--- src/rtl/bus_ratio_pkg.sv ---
package bus_ratio_pkg;

    localparam int SEL_W = 3;
    localparam int DIV_W = 2;

    typedef enum logic [DIV_W-1:0] {
        DIV1 = 2'd0,
        DIV2 = 2'd1,
        DIV3 = 2'd2,
        DIV4 = 2'd3
    } div_e;

    function automatic div_e sel_to_div(logic [SEL_W-1:0] sel);
        div_e d;
        case (sel)
            3'b001:  d = DIV2;
            3'b010:  d = DIV3;
            3'b011:  d = DIV4;
            default: d = DIV1;
        endcase
        return d;
    endfunction

endpackage

--- src/rtl/bus_ratio_select.sv ---
module bus_ratio_select
    import bus_ratio_pkg::*;
(
    input  logic             clk,
    input  logic             rst,
    input  logic [SEL_W-1:0] sel,
    input  logic             stable,
    input  logic             normal,
    output div_e             div_q,
    output logic             reload
);

    div_e div_d;

    always_comb begin
        if (!normal)
            div_d = DIV1;
        else if (stable)
            div_d = sel_to_div(sel);
        else
            div_d = div_q;
    end

    assign reload = (div_d != div_q);

    always_ff @(posedge clk) begin
        if (rst)
            div_q <= DIV1;
        else
            div_q <= div_d;
    end

endmodule

--- src/rtl/bus_enable_counter.sv ---
module bus_enable_counter #(
    parameter int CNT_W = 2
) (
    input  logic             clk,
    input  logic             rst,
    input  logic             reload,
    input  logic [CNT_W-1:0] last,
    output logic             en
);

    logic [CNT_W-1:0] cnt;

    always_ff @(posedge clk) begin
        if (rst || reload)
            cnt <= '0;
        else if (cnt == last)
            cnt <= '0;
        else
            cnt <= cnt + CNT_W'(1);
    end

    assign en = (cnt == '0);

endmodule

--- src/rtl/bus_ratio_enable_gen.sv ---
module bus_ratio_enable_gen
    import bus_ratio_pkg::*;
(
    input  logic             clk,
    input  logic             rst,
    input  logic [SEL_W-1:0] ratio_sel,
    input  logic             mode_stable,
    input  logic             mode_normal,
    output logic             bus_en,
    output logic [DIV_W-1:0] applied_ratio
);

    div_e div_q;
    logic reload;

    bus_ratio_select u_select (
        .clk    (clk),
        .rst    (rst),
        .sel    (ratio_sel),
        .stable (mode_stable),
        .normal (mode_normal),
        .div_q  (div_q),
        .reload (reload)
    );

    bus_enable_counter #(.CNT_W(DIV_W)) u_counter (
        .clk    (clk),
        .rst    (rst),
        .reload (reload),
        .last   (div_q),
        .en     (bus_en)
    );

    assign applied_ratio = div_q;

endmodule

--- config.mk ---
export PLATFORM = sky130hd
export DESIGN_NAME = bus_ratio_enable_gen
export DESIGN_NICKNAME = d
export VERILOG_FILES = /design/src/rtl/bus_ratio_pkg.sv /design/src/rtl/bus_ratio_select.sv /design/src/rtl/bus_enable_counter.sv /design/src/rtl/bus_ratio_enable_gen.sv
export SDC_FILE = /design/constraint.sdc
export NUM_CORES = 1
export LEC_CHECK = 0
export ABC_AREA = 0
export BUFFER_PORTS_ARGS = -buffer_cell sky130_fd_sc_hd__buf_2
export CORE_AREA = 2 2 39 41
export CTS_BUF_LIST = sky130_fd_sc_hd__clkbuf_16
export DETAILED_ROUTE_END_ITERATION = 12
export DIE_AREA = 0 0 41 43
export SYNTH_ARGS = -nofsm -noshare
export SYNTH_HDL_FRONTEND = slang
export SYNTH_SLANG_ARGS = --single-unit
--- constraint.sdc ---
create_clock -name clk -period 0.9 [get_ports clk]
set_input_delay 0.135 -clock clk [delete_from_list [all_inputs] [get_ports clk]]
set_output_delay 0.135 -clock clk [all_outputs]
set_load 0.03 [all_outputs]
# --- Word level (Yosys, flattened, before mapping) ---
# Cells that the tools add are included.
word_totals:
  reg_bits: 4
  input_bits: 7
  output_inout_bits: 3
op_classes:
  n_eq_ne: 5
  reduce_logical: 3
  add_sub_neg: 1
  n_mux: 3
ops:
  columns: ["operator", "n"]
  rows:
  - ["3-bit by 2-bit == test with 1-bit output (second input constant)", 2]
  - ["2-bit case mux with 3 select lines", 1]
  - ["2-bit 2-to-1 mux", 2]
  - ["3-bit by 1-bit == test with 1-bit output (second input constant)", 1]
  - ["2-bit by 1-bit adder with 2-bit output (second input constant)", 1]
  - ["2-bit == test", 1]
  - ["2-bit zero test", 1]
  - ["2-bit != test", 1]
  - ["2-bit OR reduction", 1]
  - ["1-bit logical OR", 1]

# --- Logic depth before layout (Yosys ltp) ---
logic_depth:
  depth_word: 7
  ltp_mapped: 5
  mapped_depth_nobuf: 5

# --- Hierarchy ---
# From an unflattened synthesis, not the netlist that was laid out.
unflattened:
  cells_unflattened: 27
  area_unflattened_um2: 246.5
by_module_without_submodules:
  columns: ["module", "cells_per_inst", "area_each_um2", "n_inst"]
  rows:
  - ["bus_ratio_select", 17, 145.1, 1]
  - ["bus_enable_counter", 10, 101.3, 1]

# --- Least setup slack after synthesis ---
# No wires, ideal clock.
synth_path:
  path_kind: "reg2reg"
  startpoint: "register u_select.div_q[0]"
  endpoint: "register u_counter.cnt[0]"
  path_stages_with_launch: 4
  required_ns: 0.808
  period_less_slack_ns: 1.126
  n_path_buf: 0
  t_arrival_ns: 1.034
  path_slack_ns: -0.226
  cell_sequence: "dfxtp_1 -> nand2b_2 -> a211oi_2 -> nor4_1"
synth_via:
  elab_chain_len: 5
  word_cells_on_any_way: 6
  cone_classes: "eq/ne (2); mux (2); reduce/logical (2)"
synth_lines:
  columns: ["item", "line", "rtl"]
  rows:
  - ["start, declared", "bus_ratio_select.sv:9", "output div_e div_q,"]
  - ["start signal, assigned", "bus_ratio_select.sv:30", "div_q <= div_d;"]
  - ["2-bit 2-to-1 mux", "bus_ratio_select.sv:18", "else if (stable)"]
  - ["2-bit 2-to-1 mux", "bus_ratio_select.sv:16", "if (!normal)"]
  - ["2-bit != test", "bus_ratio_select.sv:24", "assign reload = (div_d != div_q);"]
  - ["1-bit logical OR", "bus_enable_counter.sv:14", "if (rst || reload)"]
  - ["2-bit OR reduction (no source line) (*)", null, null]
  - ["end signal, assigned", "bus_enable_counter.sv:19", "cnt <= cnt + CNT_W'(1);"]
  - ["end, declared", "bus_enable_counter.sv:11", "logic [CNT_W-1:0] cnt;"]
# Every way passes the cells marked *; elsewhere a longest branch is shown, timed or not.
# A chain may end at the register's enable or synchronous reset.

# --- Final worst setup path ---
layout_path:
  startpoint: "register u_counter.cnt[1]"
  endpoint: "register u_counter.cnt[1]"
layout_via:
  elab_chain_len: 2
  word_cells_on_any_way: 3
  cone_classes: "add/sub (1); eq/ne (1); reduce/logical (1)"
layout_lines:
  columns: ["item", "line", "rtl"]
  rows:
  - ["2-bit == test", "bus_enable_counter.sv:16", "else if (cnt == last)"]
  - ["2-bit OR reduction (no source line)", null, null]
# Several ways; a longest one is shown, not always the timed one.

==> summary.txt <==
Clock network
  – Clock transition at path regs: 0.03 ns
  – Clock buffer depth: 2
  – Sink Count: 4
  – Inserted Clock Buffers: 3
  – CTS Root Cell: clkbuf_16
  – CTS tree: yes
  – H-Tree Depth: 1
  – Clock Latency Late Sink: 0.22 ns
  – Postcts setup bufs: 0

Synthesis
  – Sequential share of the synthesized area: 0.3216
  – Xor/xnor share of the synthesized area: 0.07035
  – Post-synth top cells: nor2_1 (5), dfxtp_1 (4), nand2_1 (3), nor2b_1 (3)
  – Synth Instances: 31
  – Syn Nets: 39
  – Post-Synth Adder-Cell Area: 0.05025
  – Top-count cell post-synth: nor2_1
  – Avg Synthesized Cell Area: 8.032 µm²
  – Number of library cell types mapped by synthesis: 14
  – Cell taking the most area after synthesis: dfxtp_1
  – Ys async rst share: 0
  – Largest family of logic cells by synthesized area: simple AND/OR/NAND/NOR gates
  – Post-synthesis mux area share: 0.08040
  – Seq cells post-synth: 4
  – Post-synthesis simple-gate area fraction: 0.3317
  – Compound-Gate Fraction of Synth Area: 0.1156
  – Mapped cell area: 249.0 µm²
  – Top cells by area, synth: dfxtp_1 (32%), mux2i_1 (8.0%), nor2_1 (7.5%), nor2b_1 (7.5%), xor2_1 (7.0%)
  – EDFF count, synth: 0
  – Most used DFF post-synth: dfxtp_1
  – Synth top area share: 0.3216
  – Synth warn: 0

Route
  – Antenna viol nets, final: 0
  – Vias per inst: 4.047
  – Routed len/inst: 9.375 µm
  – Initial DRC count: 1
  – Drt pass-1 iters: 2
  – Post-route DRC violation count: 0
  – Total Wirelength: 600 µm
  – Via count: 259

Floorplanning
  – Core area: 0.001384 mm²
  – Rows: 14
  – IO Pins: 10
  – Die Area: 0.001763 mm²
  – Die Height: 43 µm
  – DIE WIDTH: 41 µm
  – Initial Util: 0.1799

Timing
  – Final setup violating endpoints: 3
  – Final setup skew: 0.001226 ns
  – PnR worst setup slack: -0.1715 ns
  – Setup TNS: -0.3451 ns
  – Period Utilization, post-route: 1.191
  – Fin. max-slew vios: 0
  – RSZ-0062 raised after global routing: true
  – Fin crit period: 1.072 ns
  – Fmax: 0.9333 GHz
  – Fin. Hold Viols: 0
  – Worst-margin pin slew: 0.2442 ns
  – Relative slew slack: 0.8357

Cells and area
  – Non-Filler Instances: 64
  – Final Util: 0.3517
  – Share of cells above drive strength 1: 0.5833
  – Fillers: 150
  – Multi-input gate area: 192.7 µm²
  – Area Overhead vs Synth: 95.48%
  – Storage cell area: 90.09 µm²
  – Final #Nets: 58
  – Diode count: 0
  – Final Instance Area: 486.7 µm²

Global route
  – Vias in the first global route: 288
  – Gr ovfl total: 0
  – GRT Overall Usage: 0.09328
  – First-pass GRT wire length: 1.048 mm
  – Largest net degree at the start of global routing: 7
  – Initial antenna violation count: 0

Run status
  – Status: finished, violations left
  – Failing checks: negative setup slack

Power
  – Sw frac: 0.1763
  – Flop pwr share: 0.189
  – P_int: 798.8 µW
  – PD cells: 1993 mW/mm²
  – Peak supply drop: 968.4 µV
  – Clock power frac: 0.706
  – Logic pwr share: 0.105
  – Sw Pwr: 171.0 µW
  – Static Leak: 0.2113 nW

Worst setup path
  – Critical path class: reg2reg
  – Critical Path Sink Type: register
  – Worst-path fanout max: 2
  – CP Launch Type: register
  – Critical path required time: 1.01 ns
  – Critical path data arrival time: 1.18 ns

Placement
  – DP Wirelength: 482.3 µm
  – IO buf count: 9
  – Pre-CTS WS: -0.1996 ns
  – Gp weighted congestion: 0.7420
  – DP Cell Count: 61
  – Placed Area: 355.3 µm²

Run
  – Max Cap Viol: 0

Hold path
  – Hold WC Path Type: in2reg
[layout make-up]
type | count | share of cell area
flip-flops and latches | 4 | 0.1851
multi-input cells | 25 | 0.3959
well taps | 16 | 0.04113
clock buffers | 3 | 0.1542
repair buffers | 14 | 0.2082
inverters | 2 | 0.01542
[final timing paths]
check	slack [ns]	startpoint	depth (start not counted)	endpoint
max reg2reg	-0.17	u_counter.cnt[1]	5	u_counter.cnt[1]
min	0.20	mode_normal	3	u_select.div_q[1]
min reg2reg	0.57	u_select.div_q[1]	2	u_select.div_q[1]
max	-0.17	u_counter.cnt[1]	5	u_counter.cnt[1]
[cells in the final DEF (no fill, tap or decap), types with 3 or more instances in the layout]
| cell | netlist | layout |
|---|---|---|
| nand2_1 | 3 | 3 |
| clkbuf_16 | 0 | 3 |
| nor2_1 | 5 | 5 |
| buf_2 | 0 | 6 |
| buf_4 | 0 | 5 |
| buf_6 | 0 | 3 |
[metal layers]
metal,share of wire,GRT usage,wire length [µm],vias up
li1,-,-,-,138
met4,0,0.08000,0,0
met1,0.44,0.09615,265,115
met3,0.060,0.03141,36,0
met5,0,0,0,-
met2,0.50,0.1406,297,6
[metrics by stage]
stage | hold slack [ns] | total power [mW]
detailed placement | 0.4393 | 0.2760
floorplan | 0.2854 | 0.2336
global placement | 0.4315 | 0.2751
finish | 0.2009 | 0.9698
global route | 0.2400 | 1.006
CTS | 0.2033 | 0.9808
[power by group through the flow]
| stage | Sequential, mW | Combinational, mW | Clock, mW |
|---|---|---|---|
| 2_1_floorplan | 0.194 | 0.0400 | 0 |
| 3_3_place_gp | 0.190 | 0.0851 | 0 |
| 3_5_place_dp | 0.190 | 0.0859 | 0 |
| 4_1_cts | 0.183 | 0.0964 | 0.701 |
| 5_1_grt | 0.184 | 0.114 | 0.708 |
| 6_report | 0.184 | 0.102 | 0.684 |
[logic make-up (layout without fill, tap and decap cells)]
logic type | after synthesis | in the layout
and+or+nand+nor | 16 | 16
AOI/OAI and AO/OA | 4 | 4
DFF | 4 | 4
xor gates and xnor gates | 2 | 2
muxes | 2 | 2
buffers and inverters | 2 | 19
adders and majority gates | 1 | 1
[state kept, by name, indices dropped and copies added, names as in the netlist]
signal	count
u_counter.cnt	2
u_select.div_q	2
[repair_timing]
| item | 4_1_cts | 5_1_grt |
|---|---|---|
| gates resized for setup | 12 | 5 |
| endpoints found under the hold margin | 0 | 0 |
| gates cloned | 0 | 0 |
| endpoints found under the setup margin | 5 | 5 |
| hold buffers | 0 | 0 |
| pin swaps | 2 | 0 |
[worst max-delay path, stage by stage (launching register included)]
cell     delay, ns
dfxtp_2       0.32
inv_2         0.04
ha_4          0.25
nor2b_4       0.11
o21ai_1       0.05
nor4_1        0.19
Power figures use the tool's default switching activity.
